### src/rtl/mrx_pkg.sv
package mrx_pkg;

    // Controller states of the receiver
    typedef enum logic [2:0] {
        ST_HUNT      = 3'd0,
        ST_START     = 3'd1,
        ST_DATA      = 3'd2,
        ST_STOP      = 3'd3,
        ST_RECOVER   = 3'd4,
        ST_IDLE_WAIT = 3'd5
    } rx_state_e;

    // Oversampling geometry
    localparam int unsigned OVERSAMPLE   = 16;
    localparam int unsigned SAMPLE_FIRST = 7;
    localparam int unsigned SAMPLE_COUNT = 3;
    localparam int unsigned EVAL_TICK    = SAMPLE_FIRST + SAMPLE_COUNT;
    localparam int unsigned PHASE_W      = $clog2(OVERSAMPLE);

endpackage

### src/rtl/mrx_sync.sv
module mrx_sync #(
    parameter int unsigned STAGES    = 2,
    parameter logic        RESET_VAL = 1'b1
) (
    input  logic clk,
    input  logic rst_n,
    input  logic d,
    output logic q
);

    logic [STAGES-1:0] chain_q;

    generate
        for (genvar g = 0; g < STAGES; g++) begin : g_stage
            if (g == 0) begin : g_first
                always_ff @(posedge clk or negedge rst_n) begin
                    if (!rst_n) chain_q[g] <= RESET_VAL;
                    else        chain_q[g] <= d;
                end
            end else begin : g_next
                always_ff @(posedge clk or negedge rst_n) begin
                    if (!rst_n) chain_q[g] <= RESET_VAL;
                    else        chain_q[g] <= chain_q[g-1];
                end
            end
        end
    endgenerate

    assign q = chain_q[STAGES-1];

endmodule

### src/rtl/mrx_phase.sv
module mrx_phase
    import mrx_pkg::*;
(
    input  logic               clk,
    input  logic               rst_n,
    input  logic               tick,
    input  logic               restart,
    output logic [PHASE_W-1:0] phase
);

    logic [PHASE_W-1:0] cnt_q;

    // cnt_q holds the slot index of the last tick; restart marks slot 0
    always_ff @(posedge clk or negedge rst_n) begin
        if (!rst_n) begin
            cnt_q <= '0;
        end else if (tick) begin
            if (restart) cnt_q <= '0;
            else         cnt_q <= cnt_q + 1'b1;
        end
    end

    // slot index of the tick currently being presented
    assign phase = cnt_q + 1'b1;

endmodule

### src/rtl/mrx_vote.sv
module mrx_vote #(
    parameter int unsigned TAPS = 3
) (
    input  logic clk,
    input  logic rst_n,
    input  logic shift_en,
    input  logic bit_in,
    output logic maj,
    output logic disagree
);

    localparam int unsigned CNT_W = $clog2(TAPS + 1);

    logic [TAPS-1:0] samp_q;
    logic [CNT_W-1:0] ones;

    always_ff @(posedge clk or negedge rst_n) begin
        if (!rst_n)        samp_q <= '1;
        else if (shift_en) samp_q <= {samp_q[TAPS-2:0], bit_in};
    end

    always_comb begin
        ones = '0;
        for (int i = 0; i < TAPS; i++) begin
            ones = ones + CNT_W'(samp_q[i]);
        end
    end

    assign maj      = (ones > CNT_W'(TAPS / 2));
    assign disagree = (ones != '0) && (ones != CNT_W'(TAPS));

endmodule

### src/rtl/mrx_receiver.sv
module mrx_receiver
    import mrx_pkg::*;
#(
    parameter int unsigned MAX_BITS    = 9,
    parameter int unsigned IDLE_TICKS  = 32,
    parameter int unsigned SYNC_STAGES = 2
) (
    input  logic                clk,
    input  logic                rst_n,
    input  logic                rx_line,
    input  logic                tick16,
    input  logic                wide_frame,
    output logic [MAX_BITS-1:0] rx_data,
    output logic                rx_full,
    output logic                noise_err,
    output logic                frame_err,
    output logic                break_det,
    output logic                rx_active
);

    localparam int unsigned IDX_W  = $clog2(MAX_BITS + 1);
    localparam int unsigned IDLE_W = $clog2(IDLE_TICKS + 1);

    rx_state_e            state_q, state_d;
    logic                 line_s;
    logic [PHASE_W-1:0]   phase;
    logic                 maj, disagree;
    logic [MAX_BITS-1:0]  data_acc;
    logic [IDX_W-1:0]     bit_idx;
    logic [IDLE_W-1:0]    idle_cnt;
    logic                 noise_acc;
    logic                 long_q;

    logic                 hunting, in_bit, start_seen;
    logic                 samp_en, eval, last_bit, idle_done;

    mrx_sync #(
        .STAGES    (SYNC_STAGES),
        .RESET_VAL (1'b1)
    ) u_sync (
        .clk   (clk),
        .rst_n (rst_n),
        .d     (rx_line),
        .q     (line_s)
    );

    assign hunting    = (state_q == ST_HUNT) || (state_q == ST_IDLE_WAIT);
    assign start_seen = tick16 && hunting && !line_s;
    assign in_bit     = (state_q == ST_START) || (state_q == ST_DATA) || (state_q == ST_STOP);

    mrx_phase u_phase (
        .clk     (clk),
        .rst_n   (rst_n),
        .tick    (tick16),
        .restart (start_seen),
        .phase   (phase)
    );

    assign samp_en = tick16 && in_bit
                   && (phase >= PHASE_W'(SAMPLE_FIRST))
                   && (phase <  PHASE_W'(EVAL_TICK));
    assign eval    = tick16 && in_bit && (phase == PHASE_W'(EVAL_TICK));

    mrx_vote #(
        .TAPS (SAMPLE_COUNT)
    ) u_vote (
        .clk      (clk),
        .rst_n    (rst_n),
        .shift_en (samp_en),
        .bit_in   (line_s),
        .maj      (maj),
        .disagree (disagree)
    );

    assign last_bit  = long_q ? (bit_idx == IDX_W'(MAX_BITS - 1))
                              : (bit_idx == IDX_W'(MAX_BITS - 2));
    assign idle_done = tick16 && line_s && (state_q == ST_IDLE_WAIT)
                     && (idle_cnt == IDLE_W'(IDLE_TICKS - 1));

    // State register
    always_ff @(posedge clk or negedge rst_n) begin
        if (!rst_n) state_q <= ST_HUNT;
        else        state_q <= state_d;
    end

    // Next-state logic
    always_comb begin
        state_d = state_q;
        unique case (state_q)
            ST_HUNT: begin
                if (start_seen) state_d = ST_START;
            end
            ST_START: begin
                if (eval) state_d = maj ? ST_HUNT : ST_DATA;
            end
            ST_DATA: begin
                if (eval && last_bit) state_d = ST_STOP;
            end
            ST_STOP: begin
                if (eval) state_d = maj ? ST_IDLE_WAIT : ST_RECOVER;
            end
            ST_RECOVER: begin
                if (tick16 && line_s) state_d = ST_IDLE_WAIT;
            end
            ST_IDLE_WAIT: begin
                if (start_seen)     state_d = ST_START;
                else if (idle_done) state_d = ST_HUNT;
            end
            default: state_d = ST_HUNT;
        endcase
    end

    // Outputs and datapath
    always_ff @(posedge clk or negedge rst_n) begin
        if (!rst_n) begin
            rx_data   <= '0;
            rx_full   <= 1'b0;
            noise_err <= 1'b0;
            frame_err <= 1'b0;
            break_det <= 1'b0;
            rx_active <= 1'b0;
            data_acc  <= '0;
            bit_idx   <= '0;
            idle_cnt  <= '0;
            noise_acc <= 1'b0;
            long_q    <= 1'b0;
        end else begin
            rx_full <= 1'b0;
            unique case (state_q)
                ST_HUNT, ST_IDLE_WAIT: begin
                    if (start_seen) begin
                        rx_active <= 1'b1;
                        noise_acc <= 1'b0;
                        data_acc  <= '0;
                        bit_idx   <= '0;
                        long_q    <= wide_frame;
                    end else if (tick16 && (state_q == ST_IDLE_WAIT)) begin
                        idle_cnt <= idle_cnt + 1'b1;
                        if (idle_done) rx_active <= 1'b0;
                    end
                end
                ST_START: begin
                    if (eval) begin
                        if (maj) rx_active <= 1'b0;
                        else     noise_acc <= disagree;
                    end
                end
                ST_DATA: begin
                    if (eval) begin
                        for (int i = 0; i < MAX_BITS; i++) begin
                            if (bit_idx == IDX_W'(i)) data_acc[i] <= maj;
                        end
                        noise_acc <= noise_acc | disagree;
                        bit_idx   <= bit_idx + 1'b1;
                    end
                end
                ST_STOP: begin
                    if (eval) begin
                        rx_full   <= 1'b1;
                        rx_data   <= data_acc;
                        noise_err <= noise_acc | disagree;
                        frame_err <= !maj;
                        break_det <= !maj && (data_acc == '0);
                        idle_cnt  <= '0;
                    end
                end
                ST_RECOVER: begin
                    idle_cnt <= '0;
                end
                default: begin
                    rx_active <= 1'b0;
                end
            endcase
        end
    end

endmodule

### config.mk
export PLATFORM = sky130hd
export DESIGN_NAME = mrx_receiver
export DESIGN_NICKNAME = d
export VERILOG_FILES = /design/src/rtl/mrx_pkg.sv /design/src/rtl/mrx_sync.sv /design/src/rtl/mrx_phase.sv /design/src/rtl/mrx_vote.sv /design/src/rtl/mrx_receiver.sv
export SDC_FILE = /design/constraint.sdc
export NUM_CORES = 1
export LEC_CHECK = 0
export BUFFER_PORTS_ARGS = -buffer_cell sky130_fd_sc_hd__clkbuf_2
export CAP_MARGIN = 20
export CORE_MARGIN = 2
export CORE_UTILIZATION = 55
export DETAILED_ROUTE_END_ITERATION = 7
export HOLD_SLACK_MARGIN = 0.1
export PLACE_DENSITY = 0.74
export SYNTH_ARGS = -nofsm -noshare
export SYNTH_HDL_FRONTEND = slang
export SYNTH_SLANG_ARGS = --single-unit
### constraint.sdc
create_clock -name clk -period 2.45 [get_ports clk]
set_clock_uncertainty 0.15 [all_clocks]
set_input_delay 0.1225 -clock clk [delete_from_list [all_inputs] [get_ports clk]]
set_output_delay 0.1225 -clock clk [all_outputs]
set_load 0.1 [all_outputs]
==> Word-level counts from Yosys, hierarchy flattened <==
Index checks and enable logic that the tools add are counted.
{ "word_totals": {"ff_bits": 47, "in_bits": 5, "latch_bits": 0, "output_inout_bits": 14, "memories": 0, "mem_bits_rw": 0, "mem_bits_ro": 0} }
{ "classes": {"bitwise": 2, "multipliers": 0, "add_sub_neg": 5, "muxes": 44, "reduce_logical": 43, "n_div": 0, "shifts": 0, "n_eq_ne": 39, "magnitude_cmp": 3} }
{ "ops": {"columns": ["operator", "n"], "rows": [
  ["AND reduction 4 bit", 10],
  ["2-to-1 mux 1 bit", 22],
  ["!= test 2 bit, second input constant", 11],
  ["2-to-1 mux 3 bit", 7],
  ["!= test 2 x 1 -> 1 bit, second input constant", 10],
  ["2-to-1 mux 6 bit", 3],
  ["2-to-1 mux 9 bit", 2],
  ["case mux 3 bit (6 select lines)", 1],
  ["case mux 6 bit (3 select lines)", 1],
  ["case mux 9 bit (2 select lines)", 1],
  ["== test 4 x 3 -> 1 bit, second input constant", 4],
  ["logical AND 1 bit", 13],
  ["2-to-1 mux 4 bit", 3],
  ["AND reduction 5 bit", 2],
  ["zero test 9 bit", 1],
  ["!= test 3 bit, second input constant", 3],
  ["adder 4 x 1 -> 4 bit, second input constant", 2],
  ["== test 4 x 2 -> 1 bit, second input constant", 2],
  ["== test 4 bit, second input constant", 2],
  ["case mux 4 bit (2 select lines)", 1],
  ["adder 6 x 1 -> 6 bit, second input constant", 1],
  ["== test 3 x 2 -> 1 bit, second input constant", 2],
  ["== test 3 bit, second input constant", 2],
  ["== test 6 x 5 -> 1 bit, second input constant", 1],
  ["other kinds (22)", 29]
]} }

==> Depth between registers and ports, before layout <==
Gate-level depths: netlist (run 1).
{ "depth": {"word_depth": 8, "depth_mapped": 7, "depth_no_buf": 7} }

==> By module <==
Synthesis (run 1) repeated with hierarchy kept, for this count alone.
{ "hier_totals": {"hier_cells": 244, "hier_area_um2": 2532.4} }
{ "by_module_without_submodules": {"columns": ["mod", "area_each_um2", "seq_area_each_um2", "cells_each", "n_inst"], "rows": [
  ["mrx_receiver", 2103.3, 950.9, 209, 1],
  ["mrx_phase", 224.0, 100.1, 23, 1],
  ["mrx_vote", 152.6, 78.8, 10, 1],
  ["mrx_sync", 52.6, 52.6, 2, 1]
]} }

==> Least setup slack after synthesis (run 1) <==
No wires, ideal clock.
{ "synth_path": {"kind": "reg-to-reg", "startpoint": "reg u_phase.cnt_q[0]", "endpoint": "reg rx_data[0]", "path_buffers": 1, "arrival_time_ns": 1.864, "period_less_slack_ns": 2.142, "stages_incl_launch_ff": 7, "path_slack_ns": 0.308, "setup_ns": 0.128, "required_time_ns": 2.172, "path_cell_list": "dfrtp_1 > ha_1 > xnor2_2 > nand4_4 > nor3_4 > buf_4 > mux2_1"} }
{ "synth_via": {"elab_chain_cells": 4} }
{ "synth_lines": {"columns": ["element", "line", "rtl"], "rows": [
  ["start: declaration", "mrx_phase.sv:11", "logic [PHASE_W-1:0] cnt_q;"],
  ["start signal: assignment", "mrx_phase.sv:19", "else cnt_q <= cnt_q + 1'b1;"],
  ["adder 4 x 1 -> 4 bit", "mrx_phase.sv:24", "assign phase = cnt_q + 1'b1;"],
  ["== test 4 bit", "mrx_receiver.sv:62", "assign eval = tick16 && in_bit && (phase == PHASE_W'(EVAL_TICK));"],
  ["logical AND 1 bit", "mrx_receiver.sv:62", null],
  ["AND reduction 2 bit (no source line)", null, null],
  ["end signal: assignment", "mrx_receiver.sv:160", "rx_data <= data_acc;"],
  ["end: declaration", "mrx_receiver.sv:13", "output logic [MAX_BITS-1:0] rx_data,"]
]} }
Every way passes these cells.
A chain may end at the register's enable or synchronous reset.

==> Worst setup path in the final report (run 1) <==
{ "layout_path": {"startpoint": "reg u_phase.cnt_q[0]", "endpoint": "reg rx_data[4]"} }
Same word-level chain as after synthesis.

==> metrics.cfg, run 1 <==
[timing]
fmax_mhz=456.6
max-slew-margin-rel_pct=53.88
min_period_over_period_pct=89.39
fin_crit_ps=2190
hold_viol=0
report.final.slew_viol_count=0
setup_viol=0
rsz0062_at_grt=false
fin_tns_setup_ps=0
worstMarginPinSlew_ps=691.8

[route]
drtPass1Iterations=5
wl_met2_um=2277
via_count=1901
dr_wl_met3_um=230
wl_met1_um=2424
viasPerCell=6.093
ant_nets=0
drc_errors=0
wirelength_um=5023
first_iter_violations=206
highest_layer=met4
wl_per_cell_um=16.10

[cts]
worst_skew_pair.late_latency_ps=300
clkSlewWorstSetupHoldPaths_ps=90
cts_made_buffers=5
h-tree-depth=2
post-cts-setup-buffer-count=0
cts_root_buffer=clkbuf_8
cts_buffer_depth=2
cts_tree=yes
cts.sinks=47

[global_routing]
overflow=0
antenna_found_initial=0
grt_use_total_pct=21.06
grt_pass1_wl_um=8604
grt_max_degree=28
first_global_vias=1798

[min_path]
worstHoldPathCells=0
hold_end=u_sync.q
hold_start=u_sync.chain_q[0]
hold_class=reg -> reg

[critical_path]
r2r_slack_ps=260
worst_r2r_endpoint=rx_data[4]
crit_fanout=15
max_stage_delay_ps=450
crit_chain=ha_1, xnor2_2, nand4_4, nor3_4, buf_4, mux2_2
start_kind=flop
arrival_ps=2230
crit_type=reg -> reg
cp_data_required_time_ps=2490
end_kind=flop
regToRegStartpoint=u_phase.cnt_q[0]
path_buf_inv=1
crit_family=flip-flops
slowest_stage=dfrtp_1
r2r_cells=6

[placed_design]
portBuffers=18
dp_hpwl_um=3562
place_congestion=0.8195

[yosys]
yosys-top-cells-area=dfrtp_1 40%, dfstp_2 5.0%, mux2_1 4.7%
syn_inst=231
syn_avg_cell_area_um2=11.33
synth_top_cell_by_area=dfrtp_1
syn_area_um2=2616
yosysUniqueCellTypes=60
ys_async_sr_fraction_pct=100.0
synth_ff_type=dfrtp_1
synth-edff-count=0
ys.warnings.count=0
ys_seq_area_share_pct=45.19
postSynthRegisterBits=47
synth.net_count=245
synth_top_area_share_pct=40.17

[power_and_ir_drop]
ir_drop_v=0.0007446
power-per-cell-area_nw_per_um2=1071
p_leak_nw=1.366
fin_total_pwr_mw=3.109

[final_layout]
area_growth_pct=11.00
diodes=0
fin_nets=271
fillCellCount=380
layout-drive-gt1-share_pct=24.81

[floorplanning]
fp.dieW_um=72.97
die_y_um=72.97
num_rows=25
dieArea_um2=5325
ioPinCount=19
fp.coreArea_um2=4661
initial_utilization_pct=56.13

[flow_run]
cap_violations=0

[run_status]
status=finished clean

[routing by layer]
layer  up-vias  global-route usage, %
li1        911                      -
met1       931                  31.41
met2        49                  31.01
met3        10                  3.591
met4         0                  7.407
met5         -                      0
[layout by cell type, fill, tap and decap left out, drive strengths merged, types with 7 or more instances in the layout]
| cell type | instances |
|---|---|
| nor2 | 11 |
| clkbuf | 24 |
| a21oi | 7 |
| nand3 | 7 |
| mux2 | 17 |
| dfrtp | 42 |
| o21ai | 13 |
| nand2 | 21 |
| o31ai | 7 |
| o211ai | 7 |
| ha | 8 |
| inv | 9 |
[worst register-to-register path, delay by kind of cell (launching register included)]
family                     cells  cell delay [ps]
DFF                            1              450
adders and majority gates      1              280
buffers and inverters          1              240
xor gates and xnor gates       1              280
muxes                          1              370
and+or+nand+nor                2              330
[power breakdown]
part / switching (mW) / total, mW / internal (mW)
clock network: 0.272 / 0.503 / 0.231
logic: 0.897 / 1.45 / 0.549
registers: 0.216 / 1.16 / 0.943
total: 1.39 / 3.11 / 1.72
[metrics by stage]
stage	std cells	cell area (µm²)	util (%)	hold WS, ps	setup WS, ps
2_1_floorplan	231	2616	-	-323.1	307.6
3_3_place_gp	300	2765	59.33	44.58	316.5
3_5_place_dp	300	2765	59.33	43.87	271.3
4_1_cts	312	2904	62.31	210.5	261.1
5_1_grt	312	2904	62.31	214.6	142.1
6_report	312	2904	62.31	212.1	259.8
[synthesized netlist by cell type (all sizes together) (2+ instances only)]
| cell type | instances |
|---|---|
| nand2 | 21 |
| dfrtp | 42 |
| a31oi | 5 |
| a21o | 2 |
| buf | 7 |
| a41o | 5 |
| nand3 | 7 |
| o211ai | 7 |
| nand4 | 5 |
| nand2b | 5 |
| a41oi | 2 |
| dfstp | 5 |
| nor3b | 2 |
| ha | 8 |
| xnor2 | 5 |
| mux2i | 3 |
| nor2b | 2 |
| and3 | 4 |
| mux2 | 17 |
| nand3b | 3 |
| nor2 | 11 |
| or3 | 2 |
| o21ai | 13 |
| o2bb2ai | 2 |
| inv | 9 |
| o31ai | 7 |
| nor4 | 4 |
| nor3 | 4 |
| a21oi | 7 |
[how the worst max path moves through the flow]
stage                startpoint     endpoint  slack [ps]  cells after the start
5_1_grt        u_phase.cnt_q[0]  idle_cnt[5]         140                      6
3_5_place_dp   u_phase.cnt_q[0]   rx_data[4]         270                      6
2_1_floorplan  u_phase.cnt_q[0]   rx_data[0]         310                      6
6_report       u_phase.cnt_q[0]   rx_data[4]         260                      6
4_1_cts        u_phase.cnt_q[0]   rx_data[4]         260                      6
3_3_place_gp   u_phase.cnt_q[0]   rx_data[6]         320                      6
[flip-flops by register name, summed over array words and instances (netlist names), 3 cells and up]
register / cells
data_acc: 9
rx_data: 9
idle_cnt: 6
bit_idx: 4
u_phase.cnt_q: 4
state_q: 3
u_vote.samp_q: 3
[layout make-up]
class	instances	area [µm²]	area share, %
tap	54	67.56	2.327
clock buffer	6	82.58	2.844
multi-input combinational	167	1354	46.62
clock inverter	2	16.27	0.5601
sequential	47	1182	40.72
inverter	9	33.78	1.163
timing repair buffer	27	167.7	5.773
[cells by family (layout without fill, tap and decap cells)]
group / Yosys count / in the layout / share of synthesized area (%)
AO/OA/AOI/OAI: 59 / 59 / 17.12
XOR/XNOR: 6 / 6 / 3.731
adder cells (fa/ha/maj): 9 / 9 / 4.591
buffers and inverters: 17 / 44 / 3.060
flip-flops: 47 / 47 / 45.19
multiplexers: 20 / 20 / 8.465
AND/OR/NAND/NOR: 73 / 73 / 17.84
[timing repair]
item,in CTS,in global routing
endpoints found under the hold margin,27,0
hold buffers,4,0
gates resized for setup,0,0
(Power assumes the default switching activity.)
==> run 2, diff against run 1 <==
--- a/config.mk
+++ b/config.mk
@@ -11,7 +11,8 @@
 export CORE_UTILIZATION = 55
 export DETAILED_ROUTE_END_ITERATION = 7
 export HOLD_SLACK_MARGIN = 0.1
-export PLACE_DENSITY = 0.74
+export PLACE_DENSITY = 0.84
+export REMOVE_ABC_BUFFERS = 1
 export SYNTH_ARGS = -nofsm -noshare
 export SYNTH_HDL_FRONTEND = slang
 export SYNTH_SLANG_ARGS = --single-unit
==> metrics.cfg, run 2 (synthesis results as in run 1) <==
[floorplanning]
die_y_um=72.97  ; unchanged
initial_utilization_pct=56.13  ; unchanged
fp.coreArea_um2=4661  ; unchanged
fp.dieW_um=72.97  ; unchanged
dieArea_um2=5325  ; unchanged
ioPinCount=19  ; unchanged
num_rows=25  ; unchanged

[cts]
h-tree-depth=2  ; unchanged
post-cts-setup-buffer-count=0  ; unchanged
cts.sinks=47  ; unchanged
clkSlewWorstSetupHoldPaths_ps=90  ; about the same
cts_made_buffers=5  ; unchanged
cts_root_buffer=clkbuf_8  ; unchanged
cts_tree=yes  ; unchanged
cts_buffer_depth=2  ; unchanged
cts_resized=0  ; unchanged
cts_hold_buf=4  ; unchanged
worst_skew_pair.late_latency_ps=310  ; was 300 ps

[route]
wirelength_um=4899  ; was 5023 µm
ant_nets=0  ; unchanged
via_count=1888  ; was 1901
drtPass1Iterations=4  ; was 5
viasPerCell=6.110  ; was 6.093
wl_per_cell_um=15.85  ; was 16.10 µm
drc_errors=0  ; unchanged
first_iter_violations=229  ; was 206

[critical_path]
r2r_slack_ps=220  ; was 260 ps
slowest_stage=dfrtp_1  ; unchanged
worst_r2r_endpoint=idle_cnt[5]  ; was rx_data[4]
cp_data_required_time_ps=2510  ; was 2490 ps
crit_chain=ha_1, xnor2_2, and4_4, a21oi_1, a311o_1, a21o_1  ; was ha_1, xnor2_2, nand4_4, nor3_4, buf_4, mux2_2
startpoint=u_phase.cnt_q[0]  ; unchanged
end_kind=flop  ; unchanged
crit_type=reg -> reg  ; unchanged
max_stage_delay_ps=450  ; about the same
start_kind=flop  ; unchanged
r2r_cells=6  ; unchanged
arrival_ps=2290  ; was 2230 ps
crit_fanout=4  ; was 15
regToRegStartpoint=u_phase.cnt_q[0]  ; unchanged

[global_routing]
first_global_vias=1749  ; was 1798
antenna_found_initial=0  ; unchanged
grt_max_degree=33  ; was 28
grt_use_total_pct=20.32  ; was 21.06%
grt_pass1_wl_um=8280  ; was 8604 µm
overflow=0  ; unchanged

[final_layout]
diodes=0  ; unchanged
layout-drive-gt1-share_pct=23.92  ; was 24.81%
final_util_pct=62.17  ; was 62.31%
layout_common_cells=42 x dfrtp_1, 21 x nand2_1, 18 x clkbuf_2, 11 x mux2_1, 11 x o21ai_0  ; unchanged
reg_top3=data_acc x9, rx_data x9, idle_cnt x6  ; unchanged
fillCellCount=353  ; was 380
design_area_um2=2898  ; was 2904 µm²
layout_commonest_cell=dfrtp_1  ; unchanged
area_growth_pct=10.76  ; was 11.00%
fin_nets=268  ; was 271

[timing]
rsz0062_at_grt=false  ; unchanged
min_period_over_period_pct=90.89  ; was 89.39%
hold_viol=0  ; unchanged
worstMarginPinSlew_ps=539.9  ; was 691.8 ps
report.final.slew_viol_count=0  ; unchanged
fin_tns_setup_ps=0  ; unchanged
setup_viol=0  ; unchanged
fin_crit_ps=2227  ; was 2190 ps
max-slew-margin-rel_pct=64.16  ; was 53.88%
fmax_mhz=449.1  ; was 456.6 MHz

[run_status]
status=finished clean  ; unchanged

[power_and_ir_drop]
p_leak_nw=1.359  ; was 1.366 nW
fin_total_pwr_mw=3.164  ; was 3.109 mW
ir_drop_v=0.0005001  ; was 0.0007446 V
power-per-cell-area_nw_per_um2=1092  ; was 1071 nW/µm²

[min_path]
hold_class=in -> async  ; was reg -> reg

[placed_design]
dp_hpwl_um=3594  ; was 3562 µm
dpl_cell_area_um2=2743  ; was 2765 µm²
portBuffers=18  ; unchanged
place_congestion=0.8664  ; was 0.8195

[flow_run]
cap_violations=0  ; unchanged

run 2: power by group:
part           internal (mW)  switching, mW
Sequential             0.943          0.225
Combinational          0.525          0.882
Clock                  0.307          0.281
Total                   1.78           1.39
run 2: routing by layer:
layer	up-vias	wire length [µm]	global-route usage, %
met5	-	0	0
met4	0	75	6.790
met3	8	212	4.558
met2	48	2426	33.23
met1	924	2184	26.79
li1	908	-	-
run 2: layout make-up:
class | instances | area, µm² | share of cell area [%]
Multi-Input combinational cell | 167 | 1354 | 46.72
Sequential cell | 47 | 1182 | 40.80
Timing Repair Buffer | 24 | 145.1 | 5.009
Clock buffer | 5 | 68.82 | 2.375
Tap cell | 54 | 67.56 | 2.332
Clock inverter | 3 | 46.29 | 1.598
Inverter | 9 | 33.78 | 1.166
run 2: metrics by stage:
step	hold WS [ps]	setup slack, ps	instances
after global routing	155.1	107.1	309
after global placement	-94.10	329.1	297
after detailed placement	-83.53	239.4	297
after floorplan	-323.1	275.7	223
final	107.8	223.1	309
after CTS	123.7	225.9	309
run 2: worst max-delay path by stage:
stage             endpoint
4_1_cts          frame_err
2_1_floorplan    frame_err
6_report       idle_cnt[5]
3_5_place_dp   idle_cnt[5]
5_1_grt         rx_data[8]
3_3_place_gp   idle_cnt[5]
run 2: worst max-delay path: cells and delay by family (launching register included):
kind | cells | cell delay, ps
fa+ha+maj | 1 | 280
simple gates | 1 | 300
xor+xnor | 1 | 300
flops | 1 | 450
compound gates | 3 | 640
==> run 3, diff against run 2 <==
--- a/config.mk
+++ b/config.mk
@@ -7,11 +7,14 @@
 export LEC_CHECK = 0
 export BUFFER_PORTS_ARGS = -buffer_cell sky130_fd_sc_hd__clkbuf_2
 export CAP_MARGIN = 20
+export CELL_PAD_IN_SITES_DETAIL_PLACEMENT = 1
+export CELL_PAD_IN_SITES_GLOBAL_PLACEMENT = 2
 export CORE_MARGIN = 2
-export CORE_UTILIZATION = 55
+export CORE_UTILIZATION = 40
 export DETAILED_ROUTE_END_ITERATION = 7
 export HOLD_SLACK_MARGIN = 0.1
-export PLACE_DENSITY = 0.84
+export PLACE_DENSITY = 0.88
+export RECOVER_POWER = 100
 export REMOVE_ABC_BUFFERS = 1
 export SYNTH_ARGS = -nofsm -noshare
 export SYNTH_HDL_FRONTEND = slang
==> metrics.cfg, run 3 (synthesis results as in run 1) <==
[run_status]
status=finished clean  ; unchanged

[placed_design]
dp_slack_ps=224.2  ; was 239.4 ps
place_congestion=0.8335  ; was 0.8664
place_inst=325  ; was 297
dp_hpwl_um=4069  ; was 3594 µm
portBuffers=18  ; unchanged

[timing]
setup_viol=0  ; unchanged
report.final.slew_viol_count=0  ; unchanged
worstMarginPinSlew_ps=1180  ; was 539.9 ps
fin_ws_ps=159.4  ; was 223.1 ps
fin_tns_setup_ps=0  ; unchanged
max-slew-margin-rel_pct=21.33  ; was 64.16%
fmax_mhz=436.6  ; was 449.1 MHz
hold_viol=0  ; unchanged
fin_crit_ps=2291  ; was 2227 ps
rsz0062_at_grt=false  ; unchanged
min_period_over_period_pct=93.49  ; was 90.89%

[critical_path]
end_kind=flop  ; unchanged
crit_fanout=8  ; was 4
arrival_ps=2380  ; was 2290 ps
cp_data_required_time_ps=2540  ; was 2510 ps
regToRegStartpoint=u_phase.cnt_q[0]  ; unchanged
crit_type=reg -> reg  ; unchanged
startpoint=u_phase.cnt_q[0]  ; unchanged
start_kind=flop  ; unchanged

[final_layout]
fin_nets=273  ; was 268
layout_common_cells=42 x dfrtp_1, 21 x nand2_1, 14 x clkbuf_1, 11 x mux2_1, 11 x o21ai_0  ; was 42 x dfrtp_1, 21 x nand2_1, 18 x clkbuf_2, 11 x mux2_1, 11 x o21ai_0
area_growth_pct=11.10  ; was 10.76%
layout_commonest_cell=dfrtp_1  ; unchanged
instances_no_fill=337  ; was 309
diodes=0  ; unchanged
layout-drive-gt1-share_pct=17.69  ; was 23.92%
reg_top3=data_acc x9, rx_data x9, idle_cnt x6  ; unchanged

[cts]
cts_root_buffer=clkbuf_8  ; unchanged
h-tree-depth=2  ; unchanged
worst_skew_pair.late_latency_ps=310  ; about the same
cts.sinks=47  ; unchanged
cts_tree=yes  ; unchanged
clkSlewWorstSetupHoldPaths_ps=90  ; about the same
cts_buffer_depth=2  ; unchanged
cts_made_buffers=5  ; unchanged
post-cts-setup-buffer-count=0  ; unchanged

[route]
first_iter_violations=90  ; was 229
wirelength_um=5683  ; was 4899 µm
ant_nets=0  ; unchanged
drc_errors=0  ; unchanged
viasPerCell=5.700  ; was 6.110
wl_per_cell_um=16.86  ; was 15.85 µm
via_count=1921  ; was 1888
drtPass1Iterations=4  ; unchanged

[global_routing]
grt_use_total_pct=16.96  ; was 20.32%
grt_max_degree=48  ; was 33
antenna_found_initial=0  ; unchanged
grt_pass1_wl_um=9687  ; was 8280 µm
first_global_vias=1918  ; was 1749
overflow=0  ; unchanged

[floorplanning]
dieArea_um2=7204  ; was 5325 µm²
fp.dieW_um=84.88  ; was 72.97 µm
initial_utilization_pct=41.20  ; was 56.13%
fp.coreArea_um2=6350  ; was 4661 µm²
die_y_um=84.88  ; was 72.97 µm
ioPinCount=19  ; unchanged
num_rows=29  ; was 25

[min_path]
hold_class=reg -> reg  ; was in -> async
hold_start=u_sync.chain_q[0]

[flow_run]
cap_violations=0  ; unchanged

[power_and_ir_drop]
ir_drop_v=0.0006382  ; was 0.0005001 V
p_leak_nw=1.324  ; was 1.359 nW
power-per-cell-area_nw_per_um2=1095  ; was 1092 nW/µm²

run 3: path summary, 6_finish.rpt:
kind / end / slack [ps] / cells past startpoint
max: bit_idx[3] / 160 / 6
min: u_sync.q / 210 / 0
max reg2reg: bit_idx[3] / 160 / 6
min reg2reg: u_sync.q / 210 / 0
max in group asynchronous: rx_data[6] / 930 / 3
min in group asynchronous: u_phase.cnt_q[0] / 510 / 3
run 3: timing repair:
action	4_1_cts	5_1_grt
hold buffers	4	0
hold endpoints to repair	47	0
gates resized for setup	0	0
run 3: final cells by class:
type | count | area (µm²)
Multi-Input combinational cell | 167 | 1315
Clock inverter | 3 | 47.55
Tap cell | 77 | 96.34
Timing Repair Buffer | 29 | 162.7
Sequential cell | 47 | 1182
Inverter | 9 | 33.78
Fill cell | 707 | 3443
Clock buffer | 5 | 68.82
run 3: per-layer routing:
layer  GRT usage, %  share of wire (%)  vias up  wire, µm
li1               -                  -      910         -
met1          23.64                 50      966      2848
met2          26.13                 45       37      2572
met3          3.599                2.7        8       155
met4          6.349                1.9        0       107
met5              0                  0        -         0
run 3: through the flow:
stage          utilization, %  power, mW  area, µm²  hold slack [ps]
5_1_grt                 45.77      3.411       2907            216.2
4_1_cts                 46.70      3.271       2965            211.9
3_5_place_dp            44.24      2.648       2809            61.65
6_report                45.77      3.184       2907            209.9
2_1_floorplan               -      2.293       2570           -323.1
3_3_place_gp            44.24      2.611       2809            59.89
run 3: critical path, stage by stage (launching register included):
cell	delay (ps)
dfrtp_1	450
ha_1	280
xnor2_2	300
and4_1	280
nand3_2	210
or3_1	400
a21oi_1	150
run 3: where the power goes:
part | switching (mW) | total, mW | leakage, nW | internal, mW
clock | 0.290 | 0.600 | 0.0587 | 0.310
sequential | 0.217 | 1.16 | 0.613 | 0.943
combinational | 0.891 | 1.42 | 0.652 | 0.532
